`config.mk`:
```
export PLATFORM = sky130hd
export DESIGN_NAME = bfp_scaler
export DESIGN_NICKNAME = d
export VERILOG_FILES = /design/src/rtl/bfp_pkg.sv /design/src/rtl/bfp_lane_check.sv /design/src/rtl/bfp_exp_counter.sv /design/src/rtl/bfp_scaler.sv
export SDC_FILE = /design/constraint.sdc
export NUM_CORES = 1
export LEC_CHECK = 0
export BUFFER_PORTS_ARGS = -buffer_cell sky130_fd_sc_hd__buf_2
export CAP_MARGIN = 10
export CORE_ASPECT_RATIO = 0.9
export CORE_UTILIZATION = 28
export DETAILED_ROUTE_END_ITERATION = 12
export PLACE_DENSITY = 0.71
export SETUP_SLACK_MARGIN = 0.02
export SYNTH_ARGS = -nofsm -noshare
export SYNTH_HDL_FRONTEND = slang
export SYNTH_HIERARCHICAL = 1
export SYNTH_SLANG_ARGS = --single-unit
```
`constraint.sdc`:
```
create_clock -name clk -period 1.7 [get_ports clk]
set_input_delay 0.085 -clock clk [delete_from_list [all_inputs] [get_ports clk]]
set_output_delay 0.085 -clock clk [all_outputs]
set_load 0.1 [all_outputs]
```
`src/rtl/bfp_pkg.sv`:
```
package bfp_pkg;

    typedef enum logic [1:0] {
        ST_IDLE  = 2'd0,
        ST_READY = 2'd1,
        ST_PASS  = 2'd2,
        ST_DONE  = 2'd3
    } bfp_state_e;

endpackage

```
`src/rtl/bfp_lane_check.sv`:
```
module bfp_lane_check #(
    parameter int DATA_W = 16,
    parameter int LANES  = 4
) (
    input  logic [LANES*(DATA_W+1)-1:0] res_data,
    output logic                        any_ovf
);
    localparam int LW = DATA_W + 1;

    logic [LANES-1:0] lane_ovf;

    generate
        for (genvar g = 0; g < LANES; g++) begin : g_lane
            // guard bit and stored sign bit disagree -> not representable
            assign lane_ovf[g] = res_data[g*LW + DATA_W] ^ res_data[g*LW + DATA_W - 1];
        end
    endgenerate

    assign any_ovf = |lane_ovf;

endmodule

```
`src/rtl/bfp_exp_counter.sv`:
```
module bfp_exp_counter #(
    parameter int LIMIT = 10,
    parameter int W     = 4
) (
    input  logic         clk,
    input  logic         rst_n,
    input  logic         clr,
    input  logic         inc,
    output logic [W-1:0] value
);
    always_ff @(posedge clk or negedge rst_n) begin
        if (!rst_n) begin
            value <= '0;
        end else if (clr) begin
            value <= '0;
        end else if (inc && (value < W'(LIMIT))) begin
            value <= value + W'(1);
        end
    end

endmodule

```
`src/rtl/bfp_scaler.sv`:
```
module bfp_scaler
    import bfp_pkg::*;
#(
    parameter int DATA_W = 16,
    parameter int LOG2N  = 10,
    parameter int LANES  = 4
) (
    input  logic                             clk,
    input  logic                             rst_n,
    input  logic                             frame_start,
    input  logic                             pass_start,
    input  logic                             pass_end,
    input  logic                             res_valid,
    input  logic [LANES*(DATA_W+1)-1:0]      res_data,
    output logic                             shift_en,
    output logic [$clog2(LOG2N+1)-1:0]       exponent,
    output logic                             pass_ovf,
    output logic                             frame_done
);
    localparam int EXP_W = $clog2(LOG2N + 1);
    localparam int CNT_W = $clog2(LOG2N + 1);

    bfp_state_e       state_q, state_d;
    logic             any_ovf;
    logic             hit;
    logic             pass_close;
    logic             last_pass;
    logic             seen_ovf;
    logic             sticky_q;
    logic             shift_q;
    logic [CNT_W-1:0] pass_cnt_q;

    bfp_lane_check #(.DATA_W(DATA_W), .LANES(LANES)) u_check (
        .res_data (res_data),
        .any_ovf  (any_ovf)
    );

    assign hit        = res_valid && (state_q == ST_PASS) && any_ovf;
    assign seen_ovf   = sticky_q || hit;
    assign pass_close = pass_end && (state_q == ST_PASS) && !frame_start;
    assign last_pass  = (pass_cnt_q == CNT_W'(LOG2N - 1));

    bfp_exp_counter #(.LIMIT(LOG2N), .W(EXP_W)) u_exp (
        .clk   (clk),
        .rst_n (rst_n),
        .clr   (frame_start),
        .inc   (pass_close && seen_ovf),
        .value (exponent)
    );

    // next-state logic
    always_comb begin
        state_d = state_q;
        unique case (state_q)
            ST_IDLE:  state_d = ST_IDLE;
            ST_READY: if (pass_start) state_d = ST_PASS;
            ST_PASS:  if (pass_end) state_d = last_pass ? ST_DONE : ST_READY;
            ST_DONE:  state_d = ST_DONE;
            default:  state_d = ST_IDLE;
        endcase
        if (frame_start) state_d = ST_READY;
    end

    // state register
    always_ff @(posedge clk or negedge rst_n) begin
        if (!rst_n) state_q <= ST_IDLE;
        else        state_q <= state_d;
    end

    // output / flag register
    always_ff @(posedge clk or negedge rst_n) begin
        if (!rst_n) begin
            sticky_q   <= 1'b0;
            shift_q    <= 1'b0;
            pass_cnt_q <= '0;
        end else if (frame_start) begin
            sticky_q   <= 1'b0;
            shift_q    <= 1'b0;
            pass_cnt_q <= '0;
        end else begin
            if ((state_q == ST_READY) && pass_start) sticky_q <= 1'b0;
            else if (hit)                            sticky_q <= 1'b1;
            if (pass_close) begin
                shift_q    <= seen_ovf;
                pass_cnt_q <= pass_cnt_q + CNT_W'(1);
            end
        end
    end

    assign shift_en   = shift_q;
    assign pass_ovf   = sticky_q;
    assign frame_done = (state_q == ST_DONE);

    // ---------------- assertions ----------------
    a_r3_sticky_holds: assert property (@(posedge clk) disable iff (!rst_n)
        (pass_ovf && !pass_start && !frame_start) |=> pass_ovf);

    a_r4_start_clears: assert property (@(posedge clk) disable iff (!rst_n)
        (state_q == ST_READY && pass_start && !frame_start) |=> !pass_ovf);

    a_r5_shift_stable_in_pass: assert property (@(posedge clk) disable iff (!rst_n)
        (state_q == ST_PASS && !pass_end && !frame_start) |=> $stable(shift_en));

    a_r6_exp_step: assert property (@(posedge clk) disable iff (!rst_n)
        !frame_start |=> (exponent == $past(exponent) || exponent == $past(exponent) + EXP_W'(1)));

    a_r7_done_sticky: assert property (@(posedge clk) disable iff (!rst_n)
        (frame_done && !frame_start) |=> (frame_done && $stable(shift_en) && $stable(exponent)));

    a_r8_restart_clears: assert property (@(posedge clk) disable iff (!rst_n)
        frame_start |=> (exponent == '0 && !shift_en && !pass_ovf && !frame_done));

    a_r10_exp_bound: assert property (@(posedge clk) disable iff (!rst_n)
        exponent <= EXP_W'(LOG2N));

endmodule

```
==> results.md, run 1 <==
* Drt drc at 0
* WL per Instance at 10.7 um
* Crit-path max FO at 8
* Unrepaired setup endpoints after global routing: no
* P&R area growth vs syn at 27.0%
* IO Count at 81
* Max Fclk at 673 MHz
* Clock tree sinks at 12
* #FFs+latches synth at 12
* Worst EP required at 1.85 ns
* # setup viols final at 0
* Htree depth at 1
* CTS buffer count at 3
* Worst VDD drop at 0.372 mV
* Vias in the first global route at 532
* Rows at 16
* Startpoint types: flop
* Compound-Gate Fraction of Synth Area at 0.170
* DR iter-0 viols at 4
* Largest family of logic cells by synthesized area: simple AND/OR/NAND/NOR gates
* TritonCTS clock tree: built
* Final period util at 0.874
* Cells along the critical path: inv_1 > a41oi_1 > nor3b_2 > buf_4 > a41oi_1 > nor2_1
* First-pass GRT wire length at 2010 um
* Leak at 0.397 nW
* Arr. time, crit path at 1.64 ns
* Post-synthesis mux area share at 0
* Status: finished clean
* Total global-route track usage at 0.111
* Gp weighted congestion at 0.747
* Yosys cell types at 28
* Final wirelength at 1290 um
* Max stage delay on crit path at 0.43 ns
* Root Buffer: clkbuf_4
* Antenna-violating nets left at 0
* Layout Nets at 171
* Crit-path leading delay family: compound AO/OA/AOI/OAI gates
* Simple-Gate Fraction of Synth Area at 0.196
* Worst-path clk slew at 0.07 ns
* Max-cap viol count at 0
* Die H at 48.2 um
* Final Hold Violating Endpoints at 0
* Syn_area_per_cell at 9.75 um2
* Multi-input gate area at 338 um2
* CTS Buffer Depth at 2
* Crit path buf inv count at 2
* Clock Latency Late Sink at 0.27 ns
* Syn. warnings at 6
* Setup TNS at 0 ns
* Critical Path Sink Type: flop
* Die footprint at 2570 um2
* Pre-antenna DRT Iters at 3
* Worst slew margin at 0.677
* Initial Util at 0.301
* Min cycle time layout at 1.49 ns
* Sequential share of the synthesized area at 0.453
* Initial antenna violation count at 0
* Vias per inst at 4.75
* Post-synthesis cell count at 68
* Overflow after GRT at 0
* Fin util at 0.382
* Worst Path Class, Setup: reg2reg
* Skew final at 0.00341 ns
* Worst Max-Slew Pin Slew at 0.487 ns
* Power per cell area at 683 nW/um2
* Number of diodes at 0
* Crit path top cell by count: a41oi_1
* Fillers at 227
* Flip-flop and latch area at 304 um2
* Core area at 2200 um2
* Syn Nets at 145
* Via count at 570
* Mapped Area at 663 um2
* Largest net degree at the start of global routing at 15
* Post-DP HPWL at 1030 um
* Die Width at 53.3 um
* HP Class: in2reg
* Share of cells above drive strength 1 at 0.323
* Port Buffers at 20
* Synth Area in XOR/XNOR at 0.0792
* Pins Over Slew Limit at 0
* Adder-cell area share of the yosys netlist at 0.0566
* CP max stage cell: dfrtp_1
## through the flow
stage | cell area, um2 | setup slack (ns) | power, mW | hold WS (ns) | instances
2_1_floorplan | 672 | 0.0394 | 0.365 | -0.211 | 68
3_3_place_gp | 806 | 0.247 | 0.396 | -0.0288 | 115
3_5_place_dp | 806 | 0.199 | 0.400 | -0.0192 | 115
4_1_cts | 842 | 0.213 | 0.586 | 0.0958 | 120
5_1_grt | 842 | 0.0794 | 0.610 | 0.108 | 120
6_report | 842 | 0.215 | 0.575 | 0.104 | 120
## sequential cells by signal, summed over array words and instances, names as in the netlist
register / cells
pass_ovf: 1
shift_en: 1
pass_cnt_q: 4
u_exp/value: 4
state_q: 2
## area by class of cell
class,instances,area share
sequential,12,0.361
clock buffer,4,0.0312
multi-input combinational,50,0.401
inverter,4,0.0178
tap,27,0.0401
timing repair buffer,23,0.149
## repair_timing
action	CTS	global route
hold buffers	1	0
hold endpoints to repair	12	0
endpoints found under the setup margin	0	0
buffers inserted	0	0
gates resized for setup	0	0
## power by group
group          leakage (nW)  total (mW)  internal (mW)  switching (mW)
registers             0.158       0.302          0.292         0.00919
clock network        0.0150       0.181         0.0907          0.0905
logic                 0.225      0.0927         0.0351          0.0576
total                 0.397       0.575          0.418           0.157
## routing by layer
metal | part of all wire | global-route usage
met2 | 0.53 | 0.213
met3 | 0.047 | 0.0187
met1 | 0.42 | 0.122
met5 | 0 | 0
met4 | 0 | 0.0474
## final timing paths
check                      slack (ns)     startpoint  depth (start not counted)             end
min in group asynchronous        0.22          rst_n                          2  u_exp/value[1]
setup / recovery                 0.21     state_q[0]                          6  u_exp/value[3]
hold / removal                   0.10       pass_end                          3      state_q[0]
max in group asynchronous        1.25          rst_n                          2        pass_ovf
setup reg to reg                 0.21     state_q[0]                          6  u_exp/value[3]
hold reg to reg                  0.57  pass_cnt_q[2]                          2   pass_cnt_q[2]
## cell families after synthesis
group,Yosys count
flops,12
fa+ha+maj,3
simple gates,24
compound gates,17
buf+inv,6
xor+xnor,6
## cell usage in the layout, fill, tap and decap left out, drive strengths merged, types with 2 or more instances in the layout
cell,count
a21oi,5
dfrtp,12
nor2,7
nand2b,3
a211oi,2
xnor2,5
o21ai,4
buf,22
and3b,2
clkbuf,4
nand3,2
inv,4
a41oi,2
ha,3
nand2,3
## cells in the mapped netlist
cell type,number,share of area
ha_1,3,0.057
buf_1,1,0.0057
a41oi_1,2,0.026
buf_6,1,0.017
nor3_1,1,0.0075
a211oi_1,2,0.023
nand4b_1,1,0.013
nand2_1,3,0.017
a211o_1,1,0.013
dfrtp_1,12,0.45
nor2_1,7,0.040
o21ai_0,4,0.030
nand2b_1,3,0.028
and3_1,1,0.0094
and3b_1,2,0.026
a31o_1,1,0.013
nand4_1,1,0.0094
xnor2_1,5,0.066
nand3_1,2,0.015
a21oi_1,4,0.030
xor2_1,1,0.013
and2_1,1,0.0094
a21oi_2,1,0.013
nor2b_1,1,0.0094
a21o_1,1,0.011
inv_1,4,0.023
o22ai_1,1,0.0094
nor3b_1,1,0.011
## worst min-delay path, delay by kind of cell
family                 cells  cell delay, ns
AOI/OAI and AO/OA          1            0.08
buffers and inverters      1            0.11
and+or+nand+nor            1            0.06
Power figures use the tool's default switching activity.
==> run 2: changes to the inputs <==
--- a/config.mk
+++ b/config.mk
@@ -8,11 +8,10 @@
 export BUFFER_PORTS_ARGS = -buffer_cell sky130_fd_sc_hd__buf_2
 export CAP_MARGIN = 10
 export CORE_ASPECT_RATIO = 0.9
-export CORE_UTILIZATION = 28
+export CORE_UTILIZATION = 29
 export DETAILED_ROUTE_END_ITERATION = 12
 export PLACE_DENSITY = 0.71
 export SETUP_SLACK_MARGIN = 0.02
 export SYNTH_ARGS = -nofsm -noshare
 export SYNTH_HDL_FRONTEND = slang
-export SYNTH_HIERARCHICAL = 1
 export SYNTH_SLANG_ARGS = --single-unit
==> results.md, run 2 <==
* Final Hold Violating Endpoints at 0 (unchanged)
* Critical Path Sink Type: flop (unchanged)
* Sequential share of the synthesized area at 0.426 (was 0.453)
* Most common library cells after synthesis: dfrtp_1, nor2_1, nand2_1, xnor2_1, nor2b_1 (was dfrtp_1, nor2_1, xnor2_1)
* Critical R2R Capture: u_exp.value[2] (was u_exp/value[3])
* Clock Latency Late Sink at 0.27 ns (about the same)
* Antenna-violating nets left at 0 (unchanged)
* Synth area leader: dfrtp_1 (unchanged)
* Final period util at 0.917 (was 0.874)
* Initial antenna violation count at 0 (unchanged)
* Core area at 2240 um2 (was 2200 um2)
* Ys flop type: dfrtp_1 (unchanged)
* Hold Buf Count CTS at 1 (unchanged)
* Hold Path Cell Cnt at 3 (unchanged)
* Syn_area_per_cell at 10.2 um2 (was 9.75 um2)
* Leak at 0.405 nW (was 0.397 nW)
* Sequential power share at 0.517 (was 0.524)
* Layout Nets at 171 (unchanged)
* Final cell count without fillers at 120 (unchanged)
* Worst r2r path cells at 4 (was 6)
* Htree depth at 1 (unchanged)
* Skew final at 0.00701 ns (was 0.00341 ns)
* Max Fclk at 641 MHz (was 673 MHz)
* Number of diodes at 0 (unchanged)
* Overflow after GRT at 0 (unchanged)
* Worst Path Class, Setup: reg2reg (unchanged)
* Worst EP required at 1.86 ns (was 1.85 ns)
* Min cycle time layout at 1.56 ns (was 1.49 ns)
* Vias in the first global route at 522 (was 532)
* Drt drc at 0 (unchanged)
* Yosys cell types at 29 (was 28)
* Initial Util at 0.314 (was 0.301)
* Top cell type's share of synthesized area at 0.426 (was 0.453)
* # setup viols final at 0 (unchanged)
* IO Count at 81 (unchanged)
* Die footprint at 2630 um2 (was 2570 um2)
* PostCTS Resize Cnt at 0 (unchanged)
* Post-synth EDFFs at 0 (unchanged)
* Biggest regs: pass_cnt_q x4, u_exp.value x4, state_q x2 (was pass_cnt_q x4, u_exp/value x4, state_q x2)
* Combinational fraction of design power at 0.176 (was 0.161)
* Total global-route track usage at 0.114 (was 0.111)
* Worst-path clk slew at 0.07 ns (about the same)
* Gp weighted congestion at 0.661 (was 0.747)
* Count leader, synth: dfrtp_1 (unchanged)
* Min-Delay Endpoint: state_q[1] (was state_q[0])
* Async S/R FF share, synth at 1.00 (unchanged)
* P&R area growth vs syn at 25.9% (was 27.0%)
* Rows at 16 (unchanged)
* WL per Instance at 11.1 um (was 10.7 um)
* Max-cap viol count at 0 (unchanged)
* Arr. time, crit path at 1.72 ns (was 1.64 ns)
* Post-DP HPWL at 1050 um (was 1030 um)
* Pins Over Slew Limit at 0 (unchanged)
* First-pass GRT wire length at 2230 um (was 2010 um)
* Largest net degree at the start of global routing at 16 (was 15)
* Most area-consuming cells after synthesis: dfrtp_1, xnor2_1, ha_1 (unchanged)
* RR Startpoint: u_exp.value[1] (was state_q[0])
* Pre-antenna DRT Iters at 4 (was 3)
* Hold path start: pass_start (was pass_end)
* Syn. warnings at 0 (was 6)
* Mapped Area at 704 um2 (was 663 um2)
* Commonest non-fill, non-tap cell in the layout: buf_2 (unchanged)
* Vias per inst at 4.59 (was 4.75)
* TritonCTS clock tree: built (unchanged)
* Status: finished clean (unchanged)
* Via count at 551 (was 570)
* Root Buffer: clkbuf_4 (unchanged)
* Die H at 48.8 um (was 48.2 um)
* Dpl cells at 115 (unchanged)
* Worst VDD drop at 0.381 mV (was 0.372 mV)
* CTS buffer count at 3 (unchanged)
* Worst Max-Slew Pin Slew at 0.490 ns (was 0.487 ns)
* Port Buffers at 20 (unchanged)
* Crit-path max FO at 5 (was 8)
* DR iter-0 viols at 5 (was 4)
* Sw Ratio at 0.278 (was 0.273)
* HP Class: in2reg (unchanged)
* Startpoint types: flop (unchanged)
* Post-synthesis cell count at 69 (was 68)
* #FFs+latches synth at 12 (unchanged)
* Unrepaired setup endpoints after global routing: no (unchanged)
* Worst slew margin at 0.675 (was 0.677)
* Final wirelength at 1340 um (was 1290 um)
* Die Width at 54.0 um (was 53.3 um)
* Clock tree sinks at 12 (unchanged)
* Clock power share at 0.307 (was 0.315)
* Sw power at 0.163 mW (was 0.157 mW)
* Internal at 0.422 mW (was 0.418 mW)
* Syn Nets at 146 (was 145)
* Power per cell area at 659 nW/um2 (was 683 nW/um2)
* CTS Buffer Depth at 2 (unchanged)
* Share of cells above drive strength 1 at 0.366 (was 0.323)
* Most frequent cells in the layout: buf_2, nor2_1, dfrtp_1 (was buf_2, dfrtp_1, nor2_1)
* Setup TNS at 0 ns (unchanged)
* Post-CTS setup buffer count at 0 (unchanged)
* Reg-to-reg setup timing slack at 0.14 ns (was 0.21 ns)
-- run 2: cell families after synthesis --
| family | share of synthesized area |
|---|---|
| simple gates | 0.247 |
| flops | 0.426 |
| compound gates | 0.108 |
| xor+xnor | 0.0870 |
| buf+inv | 0.0266 |
| mux | 0.0515 |
| fa+ha+maj | 0.0533 |
-- run 2: power by group through the flow --
| stage | registers, mW | logic, mW | clock network [mW] |
|---|---|---|---|
| after floorplan | 0.319 | 0.0557 | 0 |
| after global placement | 0.308 | 0.0999 | 0 |
| after detailed placement | 0.308 | 0.102 | 0 |
| after CTS | 0.302 | 0.104 | 0.189 |
| after global routing | 0.304 | 0.112 | 0.202 |
| final | 0.302 | 0.103 | 0.180 |
-- run 2: layer usage --
layer,routed length [um],vias up,GRT usage
met5,0,-,0
li1,-,288,-
met1,660,246,0.149
met3,100,0,0.0535
met4,0,0,0
met2,575,17,0.179
-- run 2: layout make-up --
class | count | area [um2]
Tap cell | 27 | 33.8
Clock buffer | 4 | 26.3
Multi-Input combinational cell | 54 | 389
Timing Repair Buffer | 22 | 118
Sequential cell | 12 | 317
Inverter | 1 | 3.75
Fill cell | 238 | 1360
-- run 2: stage by stage --
| stage | setup slack (ns) | power (mW) | cell area [um2] | hold WS, ns | utilization |
|---|---|---|---|---|---|
| 2_1_floorplan | 0.0680 | 0.375 | 724 | -0.211 | - |
| 3_3_place_gp | 0.165 | 0.408 | 851 | -0.0252 | 0.379 |
| 3_5_place_dp | 0.127 | 0.410 | 851 | -0.0219 | 0.379 |
| 4_1_cts | 0.116 | 0.595 | 887 | 0.0943 | 0.396 |
| 5_1_grt | 0.0257 | 0.619 | 887 | 0.113 | 0.396 |
| 6_report | 0.141 | 0.584 | 887 | 0.105 | 0.396 |
-- run 2: how the worst max path moves through the flow --
stage                         startpoint        endpoint  slack, ns  depth (start not counted)
after global placement        state_q[0]  u_exp.value[0]       0.17                          4
after global routing      u_exp.value[2]  u_exp.value[2]       0.03                          4
final                     u_exp.value[1]  u_exp.value[2]       0.14                          4
after detailed placement  u_exp.value[2]  u_exp.value[2]       0.13                          4
after floorplan           u_exp.value[1]  u_exp.value[2]       0.07                          5
after CTS                 u_exp.value[2]  u_exp.value[2]       0.12                          4
-- run 2: worst max-delay path, cell delays in order (launching register included) --
cell and delay (ns):
dfrtp_4 0.51, o21ai_2 0.20, nor3b_1 0.23, o2bb2ai_1 0.16, mux2_2 0.35
==> run 3: changes to the inputs <==
--- a/config.mk
+++ b/config.mk
@@ -8,10 +8,11 @@
 export BUFFER_PORTS_ARGS = -buffer_cell sky130_fd_sc_hd__buf_2
 export CAP_MARGIN = 10
 export CORE_ASPECT_RATIO = 0.9
-export CORE_UTILIZATION = 29
+export CORE_UTILIZATION = 28
 export DETAILED_ROUTE_END_ITERATION = 12
-export PLACE_DENSITY = 0.71
+export PLACE_DENSITY = 0.75
 export SETUP_SLACK_MARGIN = 0.02
 export SYNTH_ARGS = -nofsm -noshare
 export SYNTH_HDL_FRONTEND = slang
+export SYNTH_HIERARCHICAL = 1
 export SYNTH_SLANG_ARGS = --single-unit
==> results.md, run 3 (synthesis results as in run 1) <==
* Via count at 584 (was 551)
* Antenna-violating nets left at 0 (unchanged)
* Die H at 48.2 um (was 48.8 um)
* Port Buffers at 20 (unchanged)
* CTS Buffer Depth at 2 (unchanged)
* Hold path start: pass_start (unchanged)
* WL per Instance at 10.7 um (was 11.1 um)
* First-pass GRT wire length at 1990 um (was 2230 um)
* Final period util at 0.871 (was 0.917)
* DR iter-0 viols at 17 (was 5)
* Arr. time, crit path at 1.68 ns (was 1.72 ns)
* Worst VDD drop at 0.290 mV (was 0.381 mV)
* Rows at 16 (unchanged)
* Pre-antenna DRT Iters at 4 (unchanged)
* Skew final at 0.000578 ns (was 0.00701 ns)
* Gp weighted congestion at 0.764 (was 0.661)
* IO Count at 81 (unchanged)
* CP max stage cell: dfrtp_1 (was dfrtp_4)
* Largest net degree at the start of global routing at 15 (was 16)
* Status: finished clean (unchanged)
* Share of cells above drive strength 1 at 0.333 (was 0.366)
* Max Fclk at 675 MHz (was 641 MHz)
* Vias in the first global route at 510 (was 522)
* Final wirelength at 1280 um (was 1340 um)
* Htree depth at 1 (unchanged)
* Commonest non-fill, non-tap cell in the layout: buf_2 (unchanged)
* Critical Path Sink Type: flop (unchanged)
* Setup TNS at 0 ns (unchanged)
* HP Class: in2reg (unchanged)
* Drt drc at 0 (unchanged)
* PostCTS Resize Cnt at 0 (unchanged)
* Layout Nets at 171 (unchanged)
* Max stage delay on crit path at 0.44 ns (was 0.51 ns)
* Startpoint types: flop (unchanged)
* Final Hold Violating Endpoints at 0 (unchanged)
* Max-cap viol count at 0 (unchanged)
* CTS buffer count at 3 (unchanged)
* Worst-path clk slew at 0.07 ns (about the same)
* Initial Util at 0.301 (was 0.314)
* Die footprint at 2570 um2 (was 2630 um2)
* Clock tree sinks at 12 (unchanged)
* Crit-path leading delay family: compound AO/OA/AOI/OAI gates (was flip-flops)
* Worst Max-Slew Pin Slew at 0.485 ns (was 0.490 ns)
* Pins Over Slew Limit at 0 (unchanged)
* Core area at 2200 um2 (was 2240 um2)
* Worst EP required at 1.90 ns (was 1.86 ns)
* Overflow after GRT at 0 (unchanged)
* Final setup margin at 0.219 ns (was 0.141 ns)
* Worst Path Class, Setup: reg2reg (unchanged)
* Setup crit start: state_q[0] (was u_exp.value[1])
* Worst slew margin at 0.679 (was 0.675)
* Clock Latency Late Sink at 0.27 ns (about the same)
* P&R area growth vs syn at 28.5% (was 25.9%)
* Post-CTS setup buffer count at 0 (unchanged)
* Leak at 0.403 nW (was 0.405 nW)
* Min cycle time layout at 1.48 ns (was 1.56 ns)
* DP Worst Slack at 0.166 ns (was 0.127 ns)
* Unrepaired setup endpoints after global routing: no (unchanged)
* Post-DP HPWL at 957 um (was 1050 um)
* TritonCTS clock tree: built (unchanged)
* Root Buffer: clkbuf_4 (unchanged)
* Initial antenna violation count at 0 (unchanged)
* Power per cell area at 726 nW/um2 (was 659 nW/um2)
* Cells along the critical path: inv_1 > a41oi_1 > nor3b_2 > nand2_1 > a211o_1 > a21oi_1 (was o21ai_2 > nor3b_1 > o2bb2ai_1 > mux2_2)
* RR Startpoint: state_q[0] (was u_exp.value[1])
* Hold Buf Count CTS at 1 (unchanged)
* Number of diodes at 0 (unchanged)
* Crit path buf inv count at 1 (was 0)
* Most frequent cells in the layout: buf_2, dfrtp_1, nor2_1 (was buf_2, nor2_1, dfrtp_1)
* Crit-path max FO at 8 (was 5)
* Biggest regs: pass_cnt_q x4, u_exp/value x4, state_q x2 (was pass_cnt_q x4, u_exp.value x4, state_q x2)
* Vias per inst at 4.87 (was 4.59)
* Total global-route track usage at 0.118 (was 0.114)
* Die Width at 53.3 um (was 54.0 um)
* # setup viols final at 0 (unchanged)
==> run 3: area by class of cell <==
type / count / area [um2]
clock buffers: 4 / 36.3
fillers: 223 / 1350
inverters: 4 / 15.0
multi-input cells: 50 / 338
flip-flops and latches: 12 / 304
well taps: 27 / 33.8
repair buffers: 23 / 125
==> run 3: worst register-to-register path: cells and delay by family, from the launching register on <==
| family | cells | cell delay [ns] |
|---|---|---|
| compound gates | 3 | 0.57 |
| buf+inv | 1 | 0.08 |
| flops | 1 | 0.44 |
| simple gates | 2 | 0.33 |
==> run 3: per-stage QoR <==
step	cells	power, mW	hold WS, ns	instance area [um2]	util
floorplan	68	0.365	-0.211	672	-
global placement	115	0.397	-0.0210	806	0.366
detailed placement	115	0.400	-0.0205	806	0.366
CTS	120	0.630	0.0839	852	0.387
global route	120	0.652	0.101	852	0.387
finish	120	0.618	0.0898	852	0.387
==> run 3: path summary, 6_finish.rpt <==
path                             endpoint  slack (ns)  cells past startpoint
max                        u_exp/value[2]        0.22                      6
min                            state_q[1]        0.09                      3
max reg2reg                u_exp/value[2]        0.22                      6
min reg2reg                      shift_en        0.57                      2
max in group asynchronous  u_exp/value[1]        1.25                      2
min in group asynchronous      state_q[0]        0.22                      2
==> run 3: report_power, final <==
part,switching (mW),leakage (nW),internal (mW),total (mW)
Combinational,0.0578,0.225,0.0351,0.0929
Clock,0.0939,0.0210,0.130,0.224
Sequential,0.00902,0.158,0.292,0.301
==> run 3: metal layers <==
| layer | track usage | vias to the layer above | wire [um] |
|---|---|---|---|
| met2 | 0.213 | 23 | 627 |
| met1 | 0.114 | 263 | 530 |
| met4 | 0.0947 | 0 | 42 |
| li1 | - | 293 | - |
| met5 | 0 | - | 0 |
| met3 | 0.0374 | 5 | 78 |
